==> src/rtl/rx_ring_pkg.sv <==
package rx_ring_pkg;
    typedef enum logic [1:0] {
        ST_IDLE = 2'd0,
        ST_DATA = 2'd1,
        ST_HDR  = 2'd2,
        ST_DROP = 2'd3
    } ring_st_e;

    localparam int HDR_BYTES       = 4;
    localparam int CNT_W           = 16;
    localparam int STAT_INTACT_BIT = 0;
    localparam int STAT_OVR_BIT    = 3;
endpackage

==> src/rtl/rx_ring_wrap.sv <==
module rx_ring_wrap #(
    parameter int PAGE_W = 8
) (
    input  logic [PAGE_W-1:0] page,
    input  logic [PAGE_W-1:0] first_pg,
    input  logic [PAGE_W-1:0] limit_pg,
    output logic [PAGE_W-1:0] next_pg
);
    logic [PAGE_W-1:0] plus1;

    always_comb begin
        plus1   = page + 1'b1;
        next_pg = (plus1 == limit_pg) ? first_pg : plus1;
    end
endmodule

==> src/rtl/rx_ring_hdr_mux.sv <==
module rx_ring_hdr_mux #(
    parameter int PAGE_W = 8,
    parameter int CNT_W  = 16
) (
    input  logic [1:0]        sel,
    input  logic [7:0]        stat,
    input  logic [PAGE_W-1:0] link_pg,
    input  logic [CNT_W-1:0]  count,
    output logic [7:0]        hdr_byte
);
    always_comb begin
        unique case (sel)
            2'd0:    hdr_byte = stat;
            2'd1:    hdr_byte = 8'(link_pg);
            2'd2:    hdr_byte = count[7:0];
            default: hdr_byte = count[15:8];
        endcase
    end
endmodule

==> src/rtl/rx_page_ring.sv <==
module rx_page_ring
    import rx_ring_pkg::*;
#(
    parameter int PAGE_W = 8
) (
    input  logic                clk,
    input  logic                rst_n,
    input  logic [PAGE_W-1:0]   cfg_start_pg,
    input  logic [PAGE_W-1:0]   cfg_stop_pg,
    input  logic                ring_init,
    input  logic                host_bnry_we,
    input  logic [PAGE_W-1:0]   host_bnry_wdata,
    input  logic                rx_valid,
    input  logic                rx_sof,
    input  logic                rx_eof,
    input  logic [7:0]          rx_data,
    input  logic                rx_good,
    input  logic                rx_fifo_ovr,
    output logic                mem_we,
    output logic [PAGE_W+7:0]   mem_addr,
    output logic [7:0]          mem_wdata,
    output logic [PAGE_W-1:0]   curr_pg,
    output logic [PAGE_W-1:0]   bnry_pg,
    output logic                ring_empty,
    output logic                ring_ovw,
    output logic                frame_done
);
    localparam int MADDR_W = PAGE_W + 8;

    typedef struct packed {
        ring_st_e            st;
        logic [MADDR_W-1:0]  wp;
        logic [PAGE_W-1:0]   first;
        logic [CNT_W-1:0]    cnt;
        logic [7:0]          stat;
        logic [PAGE_W-1:0]   link;
        logic [1:0]          hidx;
        logic [PAGE_W-1:0]   curr;
        logic [PAGE_W-1:0]   bnry;
        logic                ovw;
        logic                done;
    } ring_regs_t;

    ring_regs_t q, d;

    logic [PAGE_W-1:0] init_curr;
    logic [PAGE_W-1:0] bnry_plus;
    logic [PAGE_W-1:0] last_pg;
    logic [PAGE_W-1:0] last_next;
    logic [7:0]        hdr_byte;
    logic [7:0]        stat_now;
    logic [PAGE_W-1:0] tgt_pg;

    assign last_pg = (q.st == ST_IDLE) ? q.curr : q.wp[MADDR_W-1:8];

    rx_ring_wrap #(.PAGE_W(PAGE_W)) u_wrap_init (
        .page(cfg_start_pg), .first_pg(cfg_start_pg), .limit_pg(cfg_stop_pg), .next_pg(init_curr)
    );
    rx_ring_wrap #(.PAGE_W(PAGE_W)) u_wrap_bnry (
        .page(q.bnry), .first_pg(cfg_start_pg), .limit_pg(cfg_stop_pg), .next_pg(bnry_plus)
    );
    rx_ring_wrap #(.PAGE_W(PAGE_W)) u_wrap_last (
        .page(last_pg), .first_pg(cfg_start_pg), .limit_pg(cfg_stop_pg), .next_pg(last_next)
    );
    rx_ring_hdr_mux #(.PAGE_W(PAGE_W), .CNT_W(CNT_W)) u_hdr_mux (
        .sel(q.hidx), .stat(q.stat), .link_pg(q.link), .count(q.cnt), .hdr_byte(hdr_byte)
    );

    always_comb begin
        d         = q;
        d.done    = 1'b0;
        mem_we    = 1'b0;
        mem_addr  = q.wp;
        mem_wdata = rx_data;
        stat_now  = '0;
        stat_now[STAT_INTACT_BIT] = 1'b1;
        stat_now[STAT_OVR_BIT]    = rx_fifo_ovr;
        tgt_pg    = (q.st == ST_IDLE) ? q.curr : q.wp[MADDR_W-1:8];

        if (ring_init) begin
            d.st   = ST_IDLE;
            d.curr = init_curr;
            d.bnry = cfg_start_pg;
            d.ovw  = 1'b0;
        end else begin
            if (host_bnry_we) begin
                d.bnry = host_bnry_wdata;
            end
            unique case (q.st)
                ST_IDLE, ST_DATA: begin
                    if (rx_valid && (rx_sof || q.st == ST_DATA)) begin
                        if (tgt_pg == q.bnry) begin
                            d.ovw = 1'b1;
                            d.st  = rx_eof ? ST_IDLE : ST_DROP;
                        end else begin
                            mem_we = 1'b1;
                            if (q.st == ST_IDLE) begin
                                mem_addr = {q.curr, 8'(HDR_BYTES)};
                                d.first  = q.curr;
                                d.cnt    = CNT_W'(HDR_BYTES + 1);
                                d.wp     = {q.curr, 8'(HDR_BYTES + 1)};
                            end else begin
                                d.cnt = q.cnt + 1'b1;
                                d.wp  = (q.wp[7:0] == 8'hFF) ? {last_next, 8'h00}
                                                             : q.wp + 1'b1;
                            end
                            if (!rx_eof) begin
                                d.st = ST_DATA;
                            end else if (rx_good) begin
                                d.st   = ST_HDR;
                                d.hidx = 2'd0;
                                d.link = last_next;
                                d.stat = stat_now;
                            end else begin
                                d.st = ST_IDLE;
                            end
                        end
                    end
                end
                ST_HDR: begin
                    mem_we    = 1'b1;
                    mem_addr  = {q.first, 8'(q.hidx)};
                    mem_wdata = hdr_byte;
                    d.hidx    = q.hidx + 1'b1;
                    if (q.hidx == 2'd3) begin
                        d.st   = ST_IDLE;
                        d.curr = q.link;
                        d.done = 1'b1;
                    end
                end
                default: begin
                    if (rx_valid && rx_eof) begin
                        d.st = ST_IDLE;
                    end
                end
            endcase
        end
    end

    always_ff @(posedge clk or negedge rst_n) begin
        if (!rst_n) begin
            q <= '0;
        end else begin
            q <= d;
        end
    end

    assign curr_pg    = q.curr;
    assign bnry_pg    = q.bnry;
    assign ring_empty = (q.curr == bnry_plus);
    assign ring_ovw   = q.ovw;
    assign frame_done = q.done;
endmodule

==> config.mk <==
export PLATFORM = sky130hd
export DESIGN_NAME = rx_page_ring
export DESIGN_NICKNAME = d
export VERILOG_FILES = /design/src/rtl/rx_ring_pkg.sv /design/src/rtl/rx_ring_wrap.sv /design/src/rtl/rx_ring_hdr_mux.sv /design/src/rtl/rx_page_ring.sv
export SDC_FILE = /design/constraint.sdc
export NUM_CORES = 1
export LEC_CHECK = 0
export ABC_AREA = 1
export BUFFER_PORTS_ARGS = -buffer_cell sky130_fd_sc_hd__buf_4
export CAP_MARGIN = 40
export CORE_UTILIZATION = 35
export CTS_CLUSTER_SIZE = 28
export DETAILED_ROUTE_END_ITERATION = 7
export GPL_ROUTABILITY_DRIVEN = 0
export PLACE_DENSITY = 0.64
export SLEW_MARGIN = 30
export SYNTH_ARGS = -nofsm -noshare
export SYNTH_HDL_FRONTEND = slang
export SYNTH_SLANG_ARGS = --single-unit
==> constraint.sdc <==
create_clock -name clk -period 2.9 [get_ports clk]
set_input_delay 0.145 -clock clk [delete_from_list [all_inputs] [get_ports clk]]
set_output_delay 0.145 -clock clk [all_outputs]
set_load 0.1 [all_outputs]
==> Word level (Yosys, flattened, before mapping) <==
Index checks and enable logic that the tools add are counted.
W data, S select, Z words.
{ "totals": {"reg_bits": 72, "latchBits": 0, "mem_bits_rw": 0, "rom_bits": 0, "inputBits": 41, "output_inout_bits": 44, "mem_count": 0} }
{ "op_classes": {"n_addsub": 6, "multipliers": 0, "div_mod_pow": 0, "order_cmp": 0, "eq_ne": 17, "shifts": 0, "muxes": 43, "bitwise": 2, "n_reduce_logical": 21} }
{ "op_table": {"columns": ["operator", "n"], "rows": [
  ["$mux W16", 7],
  ["$mux W8", 10],
  ["$mux W60", 1],
  ["$mux W58", 1],
  ["$eq A8 B8 Y1", 5],
  ["$add A16 B1 Y16 const B", 2],
  ["$pmux W16 S2", 1],
  ["$mux W14", 2],
  ["$add A8 B1 Y8 const B", 3],
  ["$pmux W8 S3", 1],
  ["$mux W17", 1],
  ["$mux W2", 7],
  ["$reduce_bool A2 Y1", 7],
  ["$reduce_and A6 Y1", 2],
  ["$mux W1", 9],
  ["$eq A8 B8 Y1 const B", 1],
  ["$ne A2 B2 Y1 const B", 4],
  ["$pmux W2 S2", 2],
  ["$eq A2 B2 Y1 const B", 3],
  ["$ne A3 B3 Y1 const B", 2],
  ["$reduce_and A3 Y1", 2],
  ["$reduce_and A5 Y1", 1],
  ["$eq A2 B1 Y1 const B", 2],
  ["$logic_not A2 Y1", 2],
  ["9 further kinds", 11]
]} }

==> Depth between registers and ports, before layout <==
{ "logic_depth": {"depth_word": 11, "mapped_depth": 18, "mapped_depth_nobuf": 18} }

==> Hierarchy <==
From an unflattened synthesis, not the netlist that was laid out.
{ "hier_totals": {"hier_cells": 1109, "area_unflattened_um2": 6826.5} }
{ "by_module_without_submodules": {"columns": ["module", "instances", "cells_each", "area_per_inst_um2", "seq_area_each_um2"], "rows": [
  ["rx_page_ring", 1, 708, 4749.6, 1801.7],
  ["rx_ring_wrap", 3, 118, 604.3, 0.0],
  ["rx_ring_hdr_mux", 1, 47, 264.0, 0.0]
]} }

==> Worst setup path after synthesis <==
Ideal clock, no wire load.
{ "synth_path": {"path_type": "reg2out", "startpoint": "reg q[77] in the netlist's numbering", "endpoint": "out mem_wdata[3]", "arrival_time_ps": 3487, "required_ps": 2755, "slack_ps": -732, "stages_incl_launch_ff": 8, "n_path_buf": 1, "path_cell_list": "dfrtp_1 > inv_2 > nor2_1 > nand2_1 > inv_1 > clkbuf_1 > nor2_1 > a221oi_1"} }
{ "synth_between": {"elab_chain_cells": 3} }
{ "synth_lines": {"columns": ["item", "line", "source"], "rows": [
  ["from (decl)", "rx_page_ring.sv:44", "ring_regs_t q, d;"],
  ["from (signal assigned)", "rx_page_ring.sv:142", "q <= '0;"],
  ["from (signal assigned)", "rx_page_ring.sv:144", "q <= d;"],
  ["$eq A2 B2 Y1", "rx_page_ring.sv:89", "unique case (q.st)"],
  ["$mux W8", "rx_page_ring.sv:89", null],
  ["$mux W8", "rx_page_ring.sv:80", "if (ring_init) begin"],
  ["to (decl)", "rx_page_ring.sv:21", "output logic [7:0] mem_wdata,"]
]} }
No other way between the ends.

==> Worst setup path after layout <==
{ "layout_path": {"startpoint": "reg q, in the netlist bnry_pg[1]", "endpoint": "out ring_empty"} }
{ "layout_between": {"elab_chain_cells": 4} }
{ "layout_lines": {"columns": ["item", "line", "source"], "rows": [
  ["$add A8 B1 Y8 *", "rx_ring_wrap.sv:12", "plus1 = page + 1'b1;"],
  ["$eq A8 B8 Y1", "rx_ring_wrap.sv:13", "next_pg = (plus1 == limit_pg) ? first_pg : plus1;"],
  ["$mux W8 *", "rx_ring_wrap.sv:13", null],
  ["$eq A8 B8 Y1 *", "rx_page_ring.sv:150", "assign ring_empty = (q.curr == bnry_plus);"],
  ["to (decl)", "rx_page_ring.sv:24", "output logic ring_empty,"]
]} }
Mark *: on every way between the ends. The rest lies on a longest branch, timed or not.

==> metrics.log <==
INFO  metric synth-edff-count = 0
INFO  metric outcome = complete, but fails checks
INFO  metric power_density = 603 nW/um^2
INFO  metric synth.distinct_cells = 44
INFO  metric yosys.area.top_type = sky130_fd_sc_hd__dfrtp_1
INFO  metric clock_period_minus_worst_slack = 2.95 ns
INFO  metric worst-slew-pin-transition = 0.705 ns
INFO  metric antenna_cells_inserted = 0
INFO  metric leakage = 3.53 nW
INFO  metric die_area = 17,600 um^2
INFO  metric post-route-util = 44.8%
INFO  metric post_synth_instance_area = 5980 um^2
INFO  metric cap_viol_max_count = 0
INFO  metric worst-setup-path-type = flop to output pin
INFO  metric synth.yosys.seq_area_share = 30.1%
INFO  metric setup_repair_after_global_routing_missed_its_margin = true
INFO  metric cp_slowest_cell = sky130_fd_sc_hd__dfrtp_2
INFO  metric core-area = 16,600 um^2
INFO  metric cts.sinks = 72
INFO  metric detailedRoute.firstIterationViolations = 752
INFO  metric design_area = 7460 um^2
INFO  metric first_global_vias = 6,146
INFO  metric yosys_most_used_dff = sky130_fd_sc_hd__dfrtp_1
INFO  metric global_route.overflow_total = 0
INFO  metric postSynthCellCount = 896
INFO  metric num_vias = 6,564
INFO  metric setup_ws = -0.0494 ns
INFO  metric portBuffers = 84
INFO  metric synth_common_cells = sky130_fd_sc_hd__nand2_1 (245), sky130_fd_sc_hd__inv_1 (103), sky130_fd_sc_hd__nand3_1 (86), sky130_fd_sc_hd__nor2_1 (86), sky130_fd_sc_hd__dfrtp_1 (72)
INFO  metric drtPass1Iterations = 5
INFO  metric effective_utilization_at_floorplan = 36.0%
INFO  metric use_met3 = 3.60%
INFO  metric dpl_cell_area = 6900 um^2
INFO  metric clk_pin_slew_worst_paths = 0.06 ns
INFO  metric cts-htree-levels = 3
INFO  metric place_hpwl = 16,200 um
INFO  metric synth.top_cell.area_share = 30.1%
INFO  metric synth.yosys.warnings = 0
INFO  metric timing.critical_path.fanout_max = 8
INFO  metric yosys_register_bits = 72
INFO  metric tritoncts.num_buffers = 9
INFO  metric global_route_met1_usage = 34.8%
INFO  metric synth_fp_nets = 946
INFO  metric number_of_antenna_violations_at_the_first_check_in_global_routing = 0
INFO  metric total_drc_errors_in_the_routed_layout = 0
INFO  metric timing_hold_violations_final = 0
INFO  metric gr_usage_total = 24.3%
INFO  metric cp_data_required_time = 2.76 ns
INFO  metric wire_per_inst = 17.4 um
INFO  metric synthMostInstantiatedCell = sky130_fd_sc_hd__nand2_1
INFO  metric antenna_left = 0
INFO  metric critPathCaptureType = output pin
INFO  metric syn_area_per_cell = 6.68 um^2
INFO  metric routed_via_density = 5.42
INFO  metric postSynth.asyncResetShare = 100%
INFO  metric timing.final.max_slew_violations = 0
INFO  metric worst-endpoint-arrival = 2.80 ns
INFO  metric slew_headroom = 52.8%
INFO  metric critical-path-top-cell-by-count = sky130_fd_sc_hd__nand2_1
INFO  metric maximum_number_of_pins_on_one_net_before_global_route_repair = 39
INFO  metric global_route.usage.met2 = 37.5%
INFO  metric grt_pass1_wl = 33,400 um
INFO  metric worstSkewPairLatency = 0.35 ns
INFO  metric nNetsFinal = 1,035
INFO  metric setup-violations-final = 1
INFO  metric critical-path-max-stage-delay = 0.45 ns
INFO  metric worstSetupStartpointType = flop
INFO  metric failed_checks = setup timing
INFO  metric areaGrowthSynthToFinish = 24.7%
INFO  metric die_height = 133 um
INFO  metric layout_worst_path_cycle_share = 102%
INFO  metric max_frequency = 339 MHz
INFO  metric number_of_ports_placed_on_the_die_boundary = 85
INFO  metric die_w = 133 um
INFO  metric fin_worst_skew = 0.0112 ns
INFO  metric worst_ir_drop_vdd = 0.000349 V
INFO  metric clockBufferDepth = 2
INFO  metric cts_tree = yes
INFO  metric row_count = 47
INFO  metric critical_path.cell_chain = ha_2 > inv_1 > nand2_1 > nand4_1 > nor2_1 > nand3_1 > nor2_4 > nand3_4 > nand2_1 > nand2_1 > nand2_1 > nand2_1 > nor2_1 > nand2_1 > nor2_4 > buf_12
INFO  metric global_route.peak_usage_layer = met2
INFO  metric cts-root-buf = sky130_fd_sc_hd__clkbuf_16
INFO  metric final_layout_size_suffix_gt1_share = 22.6%
INFO  metric ys_top_cells_by_area = sky130_fd_sc_hd__dfrtp_1 (30%), sky130_fd_sc_hd__nand2_1 (15%), sky130_fd_sc_hd__nand3_1 (7.2%)
INFO  metric wl = 21,000 um
INFO  metric worstHoldPathType = primary input to flop
per-layer routing:
| metal | part of all wire, % | vias to the layer above |
|---|---|---|
| li1 | - | 3132 |
| met1 | 46 | 3099 |
| met4 | 1.9 | 0 |
| met3 | 7.4 | 39 |
| met5 | 0 | - |
| met2 | 45 | 294 |
layout by cell type, fill, tap and decap left out, types with 3 or more instances in the layout:
cell / n
sky130_fd_sc_hd__nand2_2: 20
sky130_fd_sc_hd__buf_6: 11
sky130_fd_sc_hd__buf_12: 3
sky130_fd_sc_hd__inv_1: 101
sky130_fd_sc_hd__nand3_2: 5
sky130_fd_sc_hd__a21oi_1: 24
sky130_fd_sc_hd__o31ai_1: 6
sky130_fd_sc_hd__a21oi_2: 8
sky130_fd_sc_hd__nor2_4: 7
sky130_fd_sc_hd__o21ai_0: 40
sky130_fd_sc_hd__dfrtp_2: 6
sky130_fd_sc_hd__dfrtp_1: 66
sky130_fd_sc_hd__o22ai_1: 5
sky130_fd_sc_hd__o21a_1: 3
sky130_fd_sc_hd__o221ai_2: 4
sky130_fd_sc_hd__nor2_2: 13
sky130_fd_sc_hd__nor4_1: 7
sky130_fd_sc_hd__nand2_4: 12
sky130_fd_sc_hd__a221oi_1: 5
sky130_fd_sc_hd__o21ai_1: 15
sky130_fd_sc_hd__ha_1: 8
sky130_fd_sc_hd__nand2_1: 240
sky130_fd_sc_hd__xnor2_1: 4
sky130_fd_sc_hd__buf_4: 94
sky130_fd_sc_hd__o221ai_1: 3
sky130_fd_sc_hd__inv_4: 3
sky130_fd_sc_hd__nand4_1: 32
sky130_fd_sc_hd__o211ai_1: 11
sky130_fd_sc_hd__nor3_1: 9
sky130_fd_sc_hd__inv_2: 5
sky130_fd_sc_hd__nor2_1: 74
sky130_fd_sc_hd__xor2_1: 18
sky130_fd_sc_hd__nand3_1: 85
sky130_fd_sc_hd__or2_2: 3
sky130_fd_sc_hd__clkbuf_16: 9
sky130_fd_sc_hd__buf_8: 3
cell type report:
class	instances	area (um^2)
repair buffers	113	955
fillers	1760	9180
clock inverters	6	92.6
inverters	109	417
well taps	220	275
flip-flops and latches	72	1810
clock buffers	10	229
multi-input cells	680	3690
logic make-up after synthesis:
| kind of cell | after synthesis | share of synthesized area (%) |
|---|---|---|
| and+or+nand+nor | 514 | 40.1 |
| adders and majority gates | 9 | 1.88 |
| DFF | 72 | 30.1 |
| AOI/OAI and AO/OA | 133 | 13.7 |
| buffers and inverters | 146 | 11.0 |
| xor gates and xnor gates | 22 | 3.22 |
stage by stage:
stage / total power [mW] / instances / hold slack (ns) / worst slack (ns) / TNS [ns]
after global routing: 4.71 / 1210 / 0.0201 / -0.169 / -0.332
after CTS: 4.43 / 1206 / 0.0152 / -0.00291 / -0.00291
final: 4.50 / 1210 / 0.0146 / -0.0494 / -0.0494
after global placement: 3.15 / 1185 / 0.347 / 0.153 / 0
after detailed placement: 3.17 / 1186 / 0.150 / 0.110 / 0
after floorplan: 2.69 / 896 / -0.151 / -0.334 / -0.999
flip-flops by register name (all words and copies together), names as in the netlist, named ones only:
signal / cells
ring_ovw: 1
bnry_pg: 8
frame_done: 1
q: 53
curr_pg: 8
timing repair:
action | 4_1_cts | 5_1_grt
cloned | 0 | 2
setup endpoints to repair | 8 | 23
setup buffers | 2 | 2
hold buffers | 2 | 0
endpoints found under the hold margin | 38 | 0
pin swaps | 0 | 5
resized for setup | 18 | 33
final timing paths:
check,from,end,slack (ns),cells after the start
min,rx_eof,q[76]$_DFFE_PN0P_,0.01,2
max,bnry_pg[1]$_DFFE_PN0P_,ring_empty,-0.05,16
min in group asynchronous,rst_n,bnry_pg[3]$_DFFE_PN0P_,0.32,2
max reg2reg,q[76]$_DFFE_PN0P_,q[69]$_DFFE_PN0P_,0.18,14
min reg2reg,q[57]$_DFFE_PN0P_,q[57]$_DFFE_PN0P_,0.50,2
max in group asynchronous,rst_n,q[70]$_DFFE_PN0P_,1.98,3
critical path, delay by kind of cell (launching register included):
family	cells	cell delay, ns
simple gates	13	1.43
buf+inv	2	0.22
fa+ha+maj	1	0.36
flops	1	0.45
power by group:
part	switching (mW)	internal, mW
registers	0.190	1.16
logic	1.36	0.545
clock network	0.489	0.759
(Power assumes the default switching activity.)
